--- src/rtl/tx_bid_pkg.sv ---
// Package: register offsets and the decoded host operation type shared by
// the transmit bid handshake modules. Offsets are word-aligned byte offsets.
package tx_bid_pkg;

    localparam logic [11:0] OFF_STATUS = 12'h138;
    localparam logic [11:0] OFF_EVENT  = 12'h12C;
    localparam logic [11:0] OFF_CONFIG = 12'h116;
    localparam logic [11:0] OFF_CMD    = 12'h144;
    localparam logic [11:0] OFF_LEN    = 12'h146;
    localparam logic [11:0] OFF_DATA   = 12'hA00;

    localparam int ERR_BIT   = 7;
    localparam int READY_BIT = 8;
    localparam int EVENT_BIT = 8;
    localparam int IE_BIT    = 8;

    // One strobe per kind of host access; at most one is set per cycle.
    typedef struct packed {
        logic cmd_wr;
        logic len_wr;
        logic cfg_wr;
        logic data_wr;
        logic stat_rd;
        logic evt_rd;
    } host_op_t;

endpackage

--- src/rtl/tx_bid_decode.sv ---
// Module: tx_bid_decode
// Turns a host strobe and offset into one-hot access strobes.
// Assumes wr_en and rd_en are never high together.
module tx_bid_decode
    import tx_bid_pkg::*;
#(
    parameter int ADDR_W = 12
) (
    input  logic              wr_en,
    input  logic              rd_en,
    input  logic [ADDR_W-1:0] addr,
    output host_op_t          op
);

    // Compare the offset against each register location.
    always_comb begin
        op         = '0;
        op.cmd_wr  = wr_en && (addr == ADDR_W'(OFF_CMD));
        op.len_wr  = wr_en && (addr == ADDR_W'(OFF_LEN));
        op.cfg_wr  = wr_en && (addr == ADDR_W'(OFF_CONFIG));
        op.data_wr = wr_en && (addr == ADDR_W'(OFF_DATA));
        op.stat_rd = rd_en && (addr == ADDR_W'(OFF_STATUS));
        op.evt_rd  = rd_en && (addr == ADDR_W'(OFF_EVENT));
    end

endmodule

--- src/rtl/tx_bid_ctrl.sv ---
// Module: tx_bid_ctrl
// Bid state: arming, length checking, immediate or deferred grant, error
// flag, ready event and interrupt enable.
// Assumes frame_last is asserted only while rdy_now is high.
module tx_bid_ctrl
    import tx_bid_pkg::*;
#(
    parameter int DATA_W  = 16,
    parameter int MAX_LEN = 1514,
    parameter int CNT_W   = 10
) (
    input  logic              clk,
    input  logic              rst_n,
    input  host_op_t          op,
    input  logic [DATA_W-1:0] wdata,
    input  logic              space_avail,
    input  logic              frame_last,
    output logic              armed,
    output logic              pending,
    output logic              rdy_now,
    output logic              bid_err,
    output logic              evt,
    output logic              ie_en,
    output logic              commit,
    output logic [CNT_W-1:0]  need_words
);

    logic              len_bad;
    logic              grant;
    logic [DATA_W:0]   half_len;

    // Classify the length on the bus and derive the commit and grant events.
    always_comb begin
        len_bad    = (wdata == '0) || (wdata > DATA_W'(MAX_LEN));
        commit     = op.len_wr && armed && !len_bad;
        grant      = pending && space_avail && !op.cmd_wr;
        half_len   = ({1'b0, wdata} + (DATA_W+1)'(1)) >> 1;
        need_words = half_len[CNT_W-1:0];
    end

    // Arm on a command write; a length write uses up the arming.
    always_ff @(posedge clk) begin
        if (!rst_n)          armed <= 1'b0;
        else if (op.cmd_wr)  armed <= 1'b1;
        else if (op.len_wr)  armed <= 1'b0;
    end

    // Hold a valid bid that found no space, until a grant or cancel.
    always_ff @(posedge clk) begin
        if (!rst_n)                      pending <= 1'b0;
        else if (op.cmd_wr)              pending <= 1'b0;
        else if (commit && !space_avail) pending <= 1'b1;
        else if (grant)                  pending <= 1'b0;
    end

    // Ready-now: set by an immediate or deferred grant, cleared by the last word.
    always_ff @(posedge clk) begin
        if (!rst_n)                                rdy_now <= 1'b0;
        else if (op.cmd_wr)                        rdy_now <= 1'b0;
        else if ((commit && space_avail) || grant) rdy_now <= 1'b1;
        else if (frame_last)                       rdy_now <= 1'b0;
    end

    // Error flag: set by a rejected length, cleared by a status read.
    always_ff @(posedge clk) begin
        if (!rst_n)                           bid_err <= 1'b0;
        else if (op.len_wr && armed && len_bad) bid_err <= 1'b1;
        else if (op.stat_rd)                  bid_err <= 1'b0;
    end

    // Event flag: a deferred grant sets it and wins over a clearing read.
    always_ff @(posedge clk) begin
        if (!rst_n)         evt <= 1'b0;
        else if (grant)     evt <= 1'b1;
        else if (op.evt_rd) evt <= 1'b0;
    end

    // Interrupt enable taken from the config write.
    always_ff @(posedge clk) begin
        if (!rst_n)         ie_en <= 1'b0;
        else if (op.cfg_wr) ie_en <= wdata[IE_BIT];
    end

endmodule

--- src/rtl/tx_word_count.sv ---
// Module: tx_word_count
// Counts accepted frame words against the target loaded at commit time and
// flags the last one. Assumes the target is at least one word.
module tx_word_count #(
    parameter int CNT_W = 10
) (
    input  logic             clk,
    input  logic             rst_n,
    input  logic             clear,
    input  logic             load,
    input  logic [CNT_W-1:0] load_words,
    input  logic             accept,
    output logic             last,
    output logic             done
);

    logic [CNT_W-1:0] count;
    logic [CNT_W-1:0] target;

    // The accepted word completes the frame when it reaches the target.
    always_comb last = accept && ((count + CNT_W'(1)) == target);

    // Track words taken so far; restart on cancel, new bid or completion.
    always_ff @(posedge clk) begin
        if (!rst_n) begin
            count  <= '0;
            target <= '0;
        end else if (clear) begin
            count  <= '0;
        end else if (load) begin
            count  <= '0;
            target <= load_words;
        end else if (accept) begin
            count  <= last ? '0 : count + CNT_W'(1);
        end
    end

    // One-cycle completion pulse.
    always_ff @(posedge clk) begin
        if (!rst_n) done <= 1'b0;
        else        done <= last;
    end

endmodule

--- src/rtl/tx_bid_hs.sv ---
// Module: tx_bid_hs (top)
// Host-side transmit bid handshake: decode, bid control, word counting and
// the combinational read mux. Assumes one host access per cycle.
module tx_bid_hs
    import tx_bid_pkg::*;
#(
    parameter int ADDR_W  = 12,
    parameter int DATA_W  = 16,
    parameter int MAX_LEN = 1514
) (
    input  logic              clk,
    input  logic              rst_n,
    input  logic              wr_en,
    input  logic              rd_en,
    input  logic [ADDR_W-1:0] addr,
    input  logic [DATA_W-1:0] wdata,
    input  logic              space_avail,
    output logic [DATA_W-1:0] rdata,
    output logic              irq,
    output logic              frame_done
);

    localparam int MAX_WORDS = (MAX_LEN + 1) / 2;
    localparam int CNT_W     = $clog2(MAX_WORDS + 1);

    host_op_t         op;
    logic             armed;
    logic             pending;
    logic             rdy_now;
    logic             bid_err;
    logic             evt;
    logic             ie_en;
    logic             commit;
    logic             frame_last;
    logic [CNT_W-1:0] need_words;

    tx_bid_decode #(.ADDR_W(ADDR_W)) u_dec (
        .wr_en (wr_en),
        .rd_en (rd_en),
        .addr  (addr),
        .op    (op)
    );

    tx_bid_ctrl #(.DATA_W(DATA_W), .MAX_LEN(MAX_LEN), .CNT_W(CNT_W)) u_ctrl (
        .clk         (clk),
        .rst_n       (rst_n),
        .op          (op),
        .wdata       (wdata),
        .space_avail (space_avail),
        .frame_last  (frame_last),
        .armed       (armed),
        .pending     (pending),
        .rdy_now     (rdy_now),
        .bid_err     (bid_err),
        .evt         (evt),
        .ie_en       (ie_en),
        .commit      (commit),
        .need_words  (need_words)
    );

    tx_word_count #(.CNT_W(CNT_W)) u_cnt (
        .clk        (clk),
        .rst_n      (rst_n),
        .clear      (op.cmd_wr),
        .load       (commit),
        .load_words (need_words),
        .accept     (op.data_wr && rdy_now),
        .last       (frame_last),
        .done       (frame_done)
    );

    // Read mux for the three readable registers; other offsets read zero.
    always_comb begin
        rdata = '0;
        if (rd_en) begin
            if (addr == ADDR_W'(OFF_STATUS)) begin
                rdata[ERR_BIT]   = bid_err;
                rdata[READY_BIT] = rdy_now;
            end else if (addr == ADDR_W'(OFF_EVENT)) begin
                rdata[EVENT_BIT] = evt;
            end else if (addr == ADDR_W'(OFF_CONFIG)) begin
                rdata[IE_BIT]    = ie_en;
            end
        end
    end

    // Interrupt request from the enabled event.
    always_comb irq = evt && ie_en;

endmodule

--- config.mk ---
export PLATFORM = sky130hd
export DESIGN_NAME = tx_bid_hs
export DESIGN_NICKNAME = d
export VERILOG_FILES = /design/src/rtl/tx_bid_pkg.sv /design/src/rtl/tx_bid_decode.sv /design/src/rtl/tx_bid_ctrl.sv /design/src/rtl/tx_word_count.sv /design/src/rtl/tx_bid_hs.sv
export SDC_FILE = /design/constraint.sdc
export NUM_CORES = 1
export LEC_CHECK = 0
export ABC_AREA = 1
export BUFFER_PORTS_ARGS = -buffer_cell sky130_fd_sc_hd__buf_2
export CAP_MARGIN = 15
export CORE_MARGIN = 10
export CORE_UTILIZATION = 40
export CTS_BUF_LIST = sky130_fd_sc_hd__clkbuf_4 sky130_fd_sc_hd__clkbuf_8 sky130_fd_sc_hd__clkbuf_16
export CTS_CLUSTER_DIAMETER = 80
export CTS_CLUSTER_SIZE = 25
export DETAILED_ROUTE_END_ITERATION = 10
export PLACE_DENSITY = 0.72
export SLEW_MARGIN = 5
export SYNTH_ARGS = -nofsm -noshare
export SYNTH_HDL_FRONTEND = slang
export SYNTH_SLANG_ARGS = --single-unit
--- constraint.sdc ---
create_clock -name clk -period 5.27 [get_ports clk]
set_input_delay 0.7905 -clock clk [delete_from_list [all_inputs] [get_ports clk]]
set_output_delay 0.7905 -clock clk [all_outputs]
set_load 0.03 [all_outputs]
==> results of run 1 <==
-- synth_stat cells (all sizes together) --
library cell | n | share of area
o21ai | 15 | 0.036
nor3 | 4 | 0.012
dfxtp | 27 | 0.26
xnor2 | 2 | 0.0084
o211ai | 1 | 0.0036
buf | 17 | 0.061
conb | 1 | 0.0018
nor4 | 1 | 0.0030
xor2 | 9 | 0.042
nand3 | 27 | 0.075
nor2 | 44 | 0.093
nand3b | 1 | 0.0036
a311oi | 1 | 0.0042
a21oi | 26 | 0.068
nand4 | 6 | 0.018
o21bai | 1 | 0.0036
or3 | 1 | 0.0030
o21ba | 1 | 0.0048
inv | 49 | 0.088
nand2 | 88 | 0.18
clkbuf | 3 | 0.0054
a31oi | 1 | 0.0030
ha | 4 | 0.024
-- cells in the final DEF, fill, tap and decap left out, drive strengths merged, types with 2 or more instances in the layout --
| cell | instances |
|---|---|
| nand2 | 88 |
| nor2 | 44 |
| o21ai | 15 |
| ha | 4 |
| xor2 | 9 |
| dfxtp | 27 |
| buf | 36 |
| nand3 | 27 |
| a21oi | 26 |
| clkbuf | 3 |
| nor3 | 4 |
| conb | 14 |
| inv | 49 |
| xnor2 | 2 |
| nand4 | 6 |
-- worst max-delay path, cell delays in order --
cell     delay, ns
buf_2         0.10
nor2_1        0.18
nand3_1       0.13
or3_1         0.36
o21ai_0       0.16
a31oi_1       0.06
nor2_1        0.09
buf_2         0.20
-- per-stage QoR --
step / util / std cells / total power (W)
finish: 0.4546 / 433 / 0.0003800
global route: 0.4546 / 433 / 0.0003976
CTS: 0.4546 / 433 / 0.0003826
detailed placement: 0.4450 / 429 / 0.0002626
global placement: 0.4450 / 429 / 0.0002618
floorplan: - / 343 / 0.0002491
-- sequential cells by signal, indices dropped and copies added, names as in the netlist --
signal	count
u_cnt.count	10
u_ctrl.evt	1
u_ctrl.pending	1
u_ctrl.rdy_now	1
u_ctrl.bid_err	1
u_cnt.target	10
u_ctrl.ie_en	1
u_ctrl.armed	1
u_cnt.done	1
-- cells by family (layout without fill, tap and decap cells) --
kind of cell	after synthesis	after routing	share of synthesized area
flops	27	27	0.2599
simple gates	172	172	0.3863
compound gates	46	46	0.1234
buf+inv	69	89	0.1546
xor+xnor	11	11	0.04994
fa+ha+maj	4	4	0.02407
other cells	1	14	0.001803
-- power breakdown --
part / switching [W] / internal, W
clock network: 0.0000678 / 0.0000538
registers: 0.00000000168 / 0.000204
logic: 0.0000380 / 0.0000167
-- layout make-up --
cell class | count | share of cell area
inverter | 49 | 0.07972
tap | 70 | 0.03796
sequential | 27 | 0.2343
timing repair buffer | 36 | 0.07809
clock inverter | 1 | 0.003254
clock buffer | 3 | 0.01790
multi-input combinational | 247 | 0.5488
-- worst paths after layout --
kind | to | startpoint | cells past startpoint
worst max-delay path | rdata[8] | addr[0] | 8
worst min-delay path | u_cnt.target[1] | u_cnt.target[1] | 2
worst max register to register | u_cnt.count[4] | u_cnt.count[0] | 12
worst min register to register | u_cnt.target[1] | u_cnt.target[1] | 2
-- routing by layer --
layer,track usage,vias to the layer above
li1,-,1076
met1,0.1340,853
met2,0.1853,50
met3,0.02445,6
met4,0.03470,0
met5,0,-
==> results.json, run 1 <==
{
  "antenna_found_initial": 0,
  "grt_pass1_vias": 1889,
  "wl_met2_um": 2051,
  "post-dp-hpwl_um": 3798,
  "grt.total_usage": 0.1095,
  "hold_class": "reg -> reg",
  "cts_max_level": 1,
  "detail_route.iter0.violations": 108,
  "cp.required_ns": 4.48,
  "die_w_um": 92.10,
  "holdWs_ns": 0.4704,
  "place.gp.congestion": 0.8305,
  "clock_path_buffers": 2,
  "preCtsSetupSlack_ns": 2.414,
  "hold_buffers": 0,
  "p_per_area_nw_per_um2": 164.7,
  "synth_cells": 330,
  "period_needed_ns": 2.868,
  "fillCellCount": 543,
  "dr_wl_met3_um": 192,
  "multi_input_comb_area_um2": 1266,
  "antenna_left": 0,
  "dr.max_layer_used": "met4",
  "syn-cell-area_um2": 2079,
  "syn_avg_cell_area_um2": 6.301,
  "die_area_um2": 8482,
  "path_clk_slew_ns": 0.09,
  "rsz0062_at_grt": "false",
  "slew_headroom": 0.5314,
  "drc": 0,
  "path_class": "in -> out",
  "ys_types": 34,
  "rows": 26,
  "worstSetupEndpointType": "output pin",
  "arrival_ns": 2.08,
  "peakVddDrop_uv": 102.4,
  "io_buffers": 36,
  "grt_start_max_net_pins": 24,
  "maxSlewViolCount": 0,
  "reg2reg_slack_ns": 3.19,
  "yosysSeqAreaShare": 0.2599,
  "outcome": "completed",
  "clock_latency_ns": 0.28,
  "antenna_cells": 0,
  "timing.final.crit_share": 0.5443,
  "clock-sinks": 27,
  "synth_warnings": 0,
  "final_area_um2": 2307,
  "skew_ns": 0.002396,
  "dpl-instance-area_um2": 2258,
  "ff_latch_area_um2": 540.5,
  "cts_root_buf": "clkbuf_8",
  "maxCapViolations": 0,
  "via_count": 1985,
  "max_freq_ghz": 0.3486,
  "drive_gt1_frac": 0.2066,
  "core_area_um2": 5075,
  "wirelength_um": 4535,
  "grt_pass1_wl_um": 8107,
  "cts_tree": "done",
  "critPathMaxFanout": 3,
  "cts_resized": 0,
  "cts_inserted_buffers": 3,
  "initial_utilization": 0.4098,
  "drtPass1Iterations": 4,
  "post-cts-setup-buffers": 0,
  "drt-met1-wl_um": 2232,
  "max_slew.worst_pin.slew_ns": 0.7010,
  "hold_violations": 0,
  "layout_setup_ws_ns": 2.402,
  "fp.dieH_um": 92.10,
  "finalSetupTns_ns": 0,
  "io_pins": 51,
  "start_kind": "primary input",
  "ys_seq_elements": 27,
  "vias_per_cell": 4.584,
  "setup_violations": 0,
  "overflow": 0,
  "syn2layout_area_growth_pct": 10.95,
  "final_net_count": 401,
  "power.leakage_nw": 0.9585,
  "wl_per_cell_um": 10.47
}
Power figures use the tool's default switching activity.
==> run 2, diff against run 1 <==
--- a/config.mk
+++ b/config.mk
@@ -14,7 +14,7 @@
 export CTS_CLUSTER_DIAMETER = 80
 export CTS_CLUSTER_SIZE = 25
 export DETAILED_ROUTE_END_ITERATION = 10
-export PLACE_DENSITY = 0.72
+export PLACE_DENSITY = 0.74
 export SLEW_MARGIN = 5
 export SYNTH_ARGS = -nofsm -noshare
 export SYNTH_HDL_FRONTEND = slang
==> constraint.sdc (replaced) <==
create_clock -name clk -period 2.3 [get_ports clk]
set_input_delay 0.345 -clock clk [delete_from_list [all_inputs] [get_ports clk]]
set_output_delay 0.345 -clock clk [all_outputs]
set_load 0.03 [all_outputs]
==> results.json, run 2 (same netlist as run 1, synthesis figures left out) <==
{
  "rsz0062_at_grt": "false",
  "placed_cells": 432,
  "cts_inserted_buffers": 3,
  "final_cell_mix": "nand2_1 (71), inv_1 (48), nor2_1 (37), buf_2 (36), dfxtp_1 (27)",
  "antenna_cells": 0,
  "syn2layout_area_growth_pct": 11.91,
  "p_per_area_nw_per_um2": 370.8,
  "post-dp-hpwl_um": 3924,
  "grt.total_usage": 0.1117,
  "hold_buffers": 0,
  "clock-sinks": 27,
  "grt_pass1_vias": 1928,
  "grt_start_max_net_pins": 24,
  "overflow": 0,
  "path_clk_slew_ns": 0.10,
  "critPathMaxFanout": 4,
  "crit_start": "addr[10]",
  "worstSetupEndpointType": "output pin",
  "rows": 26,
  "final_net_count": 404,
  "maxCapViolations": 0,
  "hold_class": "in -> reg",
  "fillCellCount": 553,
  "period_needed_ns": 1.984,
  "finalSetupTns_ns": 0,
  "top_regs": "u_cnt.count: 10 flops, u_cnt.target: 10 flops",
  "arrival_ns": 1.64,
  "path_class": "in -> out",
  "io_buffers": 36,
  "drive_gt1_frac": 0.2131,
  "wl_per_cell_um": 10.71,
  "core_area_um2": 5075,
  "min_from": "wr_en",
  "peakVddDrop_uv": 167.7,
  "io_pins": 51,
  "cts_root_buf": "clkbuf_8",
  "fp.dieH_um": 92.10,
  "cts_max_level": 1,
  "clock_latency_ns": 0.27,
  "instances_no_fill": 436,
  "start_kind": "primary input",
  "cp.required_ns": 1.96,
  "via_count": 1996,
  "skew_ns": 0.007131,
  "vias_per_cell": 4.578,
  "layout_commonest_cell": "nand2_1",
  "die_area_um2": 8482,
  "clock_path_buffers": 2,
  "drtPass1Iterations": 4,
  "drc": 0,
  "outcome": "completed",
  "setup_violations": 0,
  "antenna_left": 0,
  "post-cts-setup-buffers": 0,
  "antenna_found_initial": 0,
  "power.leakage_nw": 0.9760,
  "timing.final.crit_share": 0.8627,
  "cts_tree": "done",
  "maxSlewViolCount": 0,
  "max_freq_ghz": 0.5040,
  "hold_violations": 0,
  "grt_pass1_wl_um": 8135,
  "wirelength_um": 4669,
  "place.gp.congestion": 0.8590,
  "die_w_um": 92.10,
  "cts_resized": 0,
  "initial_utilization": 0.4098,
  "r2r_start": "u_cnt.count[1]",
  "detail_route.iter0.violations": 105
}
-- run 2: cell types whose count changed in the layout (fill, tap and decap cells not counted), sizes merged --
cell | before | now
buf | 36 | 39
clkinv | 0 | 1
clkinvlp | 1 | 0
-- run 2: final timing paths --
| check | cells after the start | to | slack [ns] |
|---|---|---|---|
| worst max-delay path | 8 | rdata[8] | 0.32 |
| worst min-delay path | 2 | u_ctrl.ie_en | 0.34 |
| worst max register to register | 12 | u_cnt.count[4] | 0.32 |
| worst min register to register | 2 | u_cnt.target[0] | 0.46 |
-- run 2: cell type report --
| class | instances | area, um^2 | area share |
|---|---|---|---|
| multi-input combinational | 247 | 1266 | 0.5441 |
| sequential | 27 | 540.5 | 0.2323 |
| timing repair buffer | 39 | 202.7 | 0.08710 |
| inverter | 49 | 183.9 | 0.07903 |
| tap | 70 | 87.58 | 0.03763 |
| clock buffer | 3 | 41.29 | 0.01774 |
| clock inverter | 1 | 5.005 | 0.002151 |
-- run 2: critical path: stages --
cell and delay (ns):
buf_2 0.10, nor2_1 0.09, nand3_1 0.16, or3_1 0.43, o21ai_0 0.16, a31oi_1 0.06, nor2_1 0.08, buf_2 0.20
-- run 2: routing by layer --
layer | global-route usage | share of wire | vias to the layer above
li1 | - | - | 1082
met1 | 0.1316 | 0.47 | 855
met2 | 0.1894 | 0.46 | 54
met3 | 0.02852 | 0.058 | 5
met4 | 0.04242 | 0.013 | 0
met5 | 0 | 0 | -
-- run 2: power by group --
part           internal (W)  switching [W]  total [W]
Clock              0.000121       0.000150   0.000271
Sequential         0.000467  0.00000000473   0.000467
Combinational     0.0000383      0.0000862   0.000125
Total              0.000627       0.000236   0.000863
-- run 2: through the flow --
stage	hold WS, ns	area, um^2	power [W]	setup slack [ns]	util
final	0.3366	2327	0.0008630	0.3159	0.4586
after floorplan	0.4363	2128	0.0005707	0.4305	-
after global placement	0.4499	2281	0.0005995	0.3573	0.4495
after CTS	0.3249	2327	0.0008722	0.2898	0.4586
after global routing	0.3380	2327	0.0009018	0.03208	0.4586
after detailed placement	0.4531	2281	0.0006006	0.3177	0.4495
==> run 3, diff against run 2 <==
--- a/config.mk
+++ b/config.mk
@@ -5,7 +5,6 @@
 export SDC_FILE = /design/constraint.sdc
 export NUM_CORES = 1
 export LEC_CHECK = 0
-export ABC_AREA = 1
 export BUFFER_PORTS_ARGS = -buffer_cell sky130_fd_sc_hd__buf_2
 export CAP_MARGIN = 15
 export CORE_MARGIN = 10
==> results.json, run 3 <==
{
  "final_net_count": 349,
  "hold_class": "in -> reg",
  "syn_avg_cell_area_um2": 8.035,
  "top_regs": "u_cnt.count: 10 flops, u_cnt.target: 10 flops",
  "p_per_area_nw_per_um2": 347.2,
  "power.leakage_nw": 0.9841,
  "synthTopCellsByCount": "nand2_1 (32), dfxtp_1 (27), buf_4 (15), nor3_1 (13), xnor2_1 (13)",
  "yosysSeqAreaShare": 0.2446,
  "fillCellCount": 527,
  "synthArstFlopShare": 0,
  "timing.final.crit_share": 0.9504,
  "detail_route.iter0.violations": 171,
  "cp.required_ns": 1.96,
  "clock_path_buffers": 2,
  "synth_largest_area_cell": "dfxtp_1",
  "max_slew.worst_pin.slew_ns": 0.5953,
  "peakVddDrop_uv": 213.1,
  "arrival_ns": 1.84,
  "wirelength_um": 5591,
  "critPathMostFrequentCell": "buf_2",
  "holdWs_ns": 0.2676,
  "antenna_cells": 0,
  "synth_cells": 275,
  "io_pins": 51,
  "yosysMostFrequentCell": "nand2_1",
  "via_count": 2149,
  "crit_buf_inv": 2,
  "period_needed_ns": 2.186,
  "clock-sinks": 27,
  "wl_per_cell_um": 14.60,
  "synth_edf_count": 0,
  "vias_per_cell": 5.611,
  "clock_latency_ns": 0.27,
  "post-dp-hpwl_um": 4365,
  "maxCapViolations": 0,
  "hold_violations": 0,
  "drc": 0,
  "syn2layout_area_growth_pct": 13.87,
  "start_kind": "primary input",
  "cp_cell_sequence": "buf_2, or4b_1, nor3_1, a22oi_1, nor2b_1, buf_2",
  "fp.dieH_um": 94.33,
  "rows": 27,
  "die_w_um": 94.33,
  "core_area_um2": 5439,
  "slew_headroom": 0.6029,
  "critical-path-slowest-cell": "or4b_1",
  "grt.total_usage": 0.1196,
  "antenna_found_initial": 0,
  "maxSlewViolCount": 0,
  "cts_tree": "done",
  "skew_ns": 0.002434,
  "setup_violations": 0,
  "grt_pass1_vias": 1953,
  "place.gp.congestion": 0.8468,
  "layout_commonest_cell": "buf_2",
  "cts_max_level": 1,
  "path_clk_slew_ns": 0.09,
  "cts_inserted_buffers": 3,
  "grt_pass1_wl_um": 8942,
  "grt_start_max_net_pins": 20,
  "initial_utilization": 0.4063,
  "synth_top_cell_area_share": 0.2446,
  "max_stage_delay_ns": 0.59,
  "path_class": "in -> out",
  "drive_gt1_frac": 0.2122,
  "die_area_um2": 8897,
  "synth_warnings": 0,
  "synthFlopType": "dfxtp_1",
  "io_buffers": 36,
  "ys_seq_elements": 27,
  "cts_root_buf": "clkbuf_8",
  "finalSetupTns_ns": 0,
  "antenna_left": 0,
  "synth_area_leaders": "dfxtp_1 (24%), nand2_1 (5.4%), xnor2_1 (5.2%)",
  "max_freq_ghz": 0.4575,
  "critPathMaxFanout": 4,
  "outcome": "completed",
  "overflow": 0,
  "worstSetupEndpointType": "output pin",
  "final_cell_mix": "buf_2 (36), nand2_1 (32), dfxtp_1 (27), conb_1 (14), buf_4 (14)",
  "drtPass1Iterations": 4,
  "critPathTopFamily": "simple AND/OR/NAND/NOR gates",
  "syn-cell-area_um2": 2210,
  "ys_types": 56
}
run 3: cell count changes in the layout (fill, tap and decap cells not counted), moves of 12 or more:
cell     before  now
nand3_1      23   11
a21oi_1      23    5
nand2_2      17    1
o21ai_0      14    1
inv_1        48    6
nor2_1       37   10
nand2_1      71   32
run 3: cell families after synthesis:
| group | Yosys count | share of synthesized area |
|---|---|---|
| buffers and inverters | 38 | 0.1008 |
| AO/OA/AOI/OAI | 63 | 0.2322 |
| multiplexers | 3 | 0.01416 |
| XOR/XNOR | 19 | 0.07531 |
| other | 1 | 0.001697 |
| flip-flops | 27 | 0.2446 |
| AND/OR/NAND/NOR | 120 | 0.3086 |
| adder cells (fa/ha/maj) | 4 | 0.02265 |
run 3: through the flow:
stage	instance area, um^2	total power (W)	util	setup WS (ns)	std cells
after detailed placement	2439	0.0006010	0.4484	-0.007345	377
after CTS	2502	0.0008795	0.4601	0.07854	383
after global placement	2439	0.0005989	0.4484	0.07186	377
after floorplan	2258	0.0005681	-	0.1610	288
after global routing	2516	0.0009146	0.4626	-0.004388	383
final	2516	0.0008735	0.4626	0.1142	383
run 3: final timing paths:
kind                                     start             end  slack, ns  cells after the start
worst min-delay path               space_avail  u_ctrl.pending       0.27                      2
worst max-delay path                   addr[7]        rdata[8]       0.11                      6
worst max register to register  u_cnt.count[1]  u_cnt.count[8]       0.18                      8
worst min register to register    u_ctrl.ie_en    u_ctrl.ie_en       0.48                      2
run 3: worst register-to-register path, delay by kind of cell, from the launching register on:
family / cells / cell delay (ns)
AOI/OAI and AO/OA: 3 / 0.65
DFF: 1 / 0.35
adders and majority gates: 1 / 0.28
buffers and inverters: 2 / 0.40
and+or+nand+nor: 2 / 0.31
run 3: routing by layer:
layer  vias up  GRT usage  share of wire  wire length, um
met1      1001     0.1507           0.47             2607
met2        61     0.1968           0.47             2633
met4         0    0.05063          0.015               83
met5         -          0              0                0
met3         6    0.01839          0.048              266
li1       1081          -              -                -
run 3: final cells by class:
| class | instances | area, um^2 | area share |
|---|---|---|---|
| flip-flops and latches | 27 | 540.5 | 0.2148 |
| multi-input cells | 223 | 1509 | 0.5997 |
| clock buffers | 4 | 48.80 | 0.01939 |
| inverters | 6 | 22.52 | 0.008951 |
| well taps | 72 | 90.09 | 0.03580 |
| repair buffers | 51 | 305.3 | 0.1213 |
run 3: power breakdown:
part           internal, W   switching, W
clock network     0.000136       0.000146
registers         0.000467  0.00000000361
logic            0.0000408      0.0000835
total             0.000644       0.000230
run 3: what timing repair did:
action,4_1_cts,5_1_grt
hold buffers,0,0
resized for setup,0,3
setup endpoints to repair,2,7
buffers inserted,2,0
pin swaps,1,0
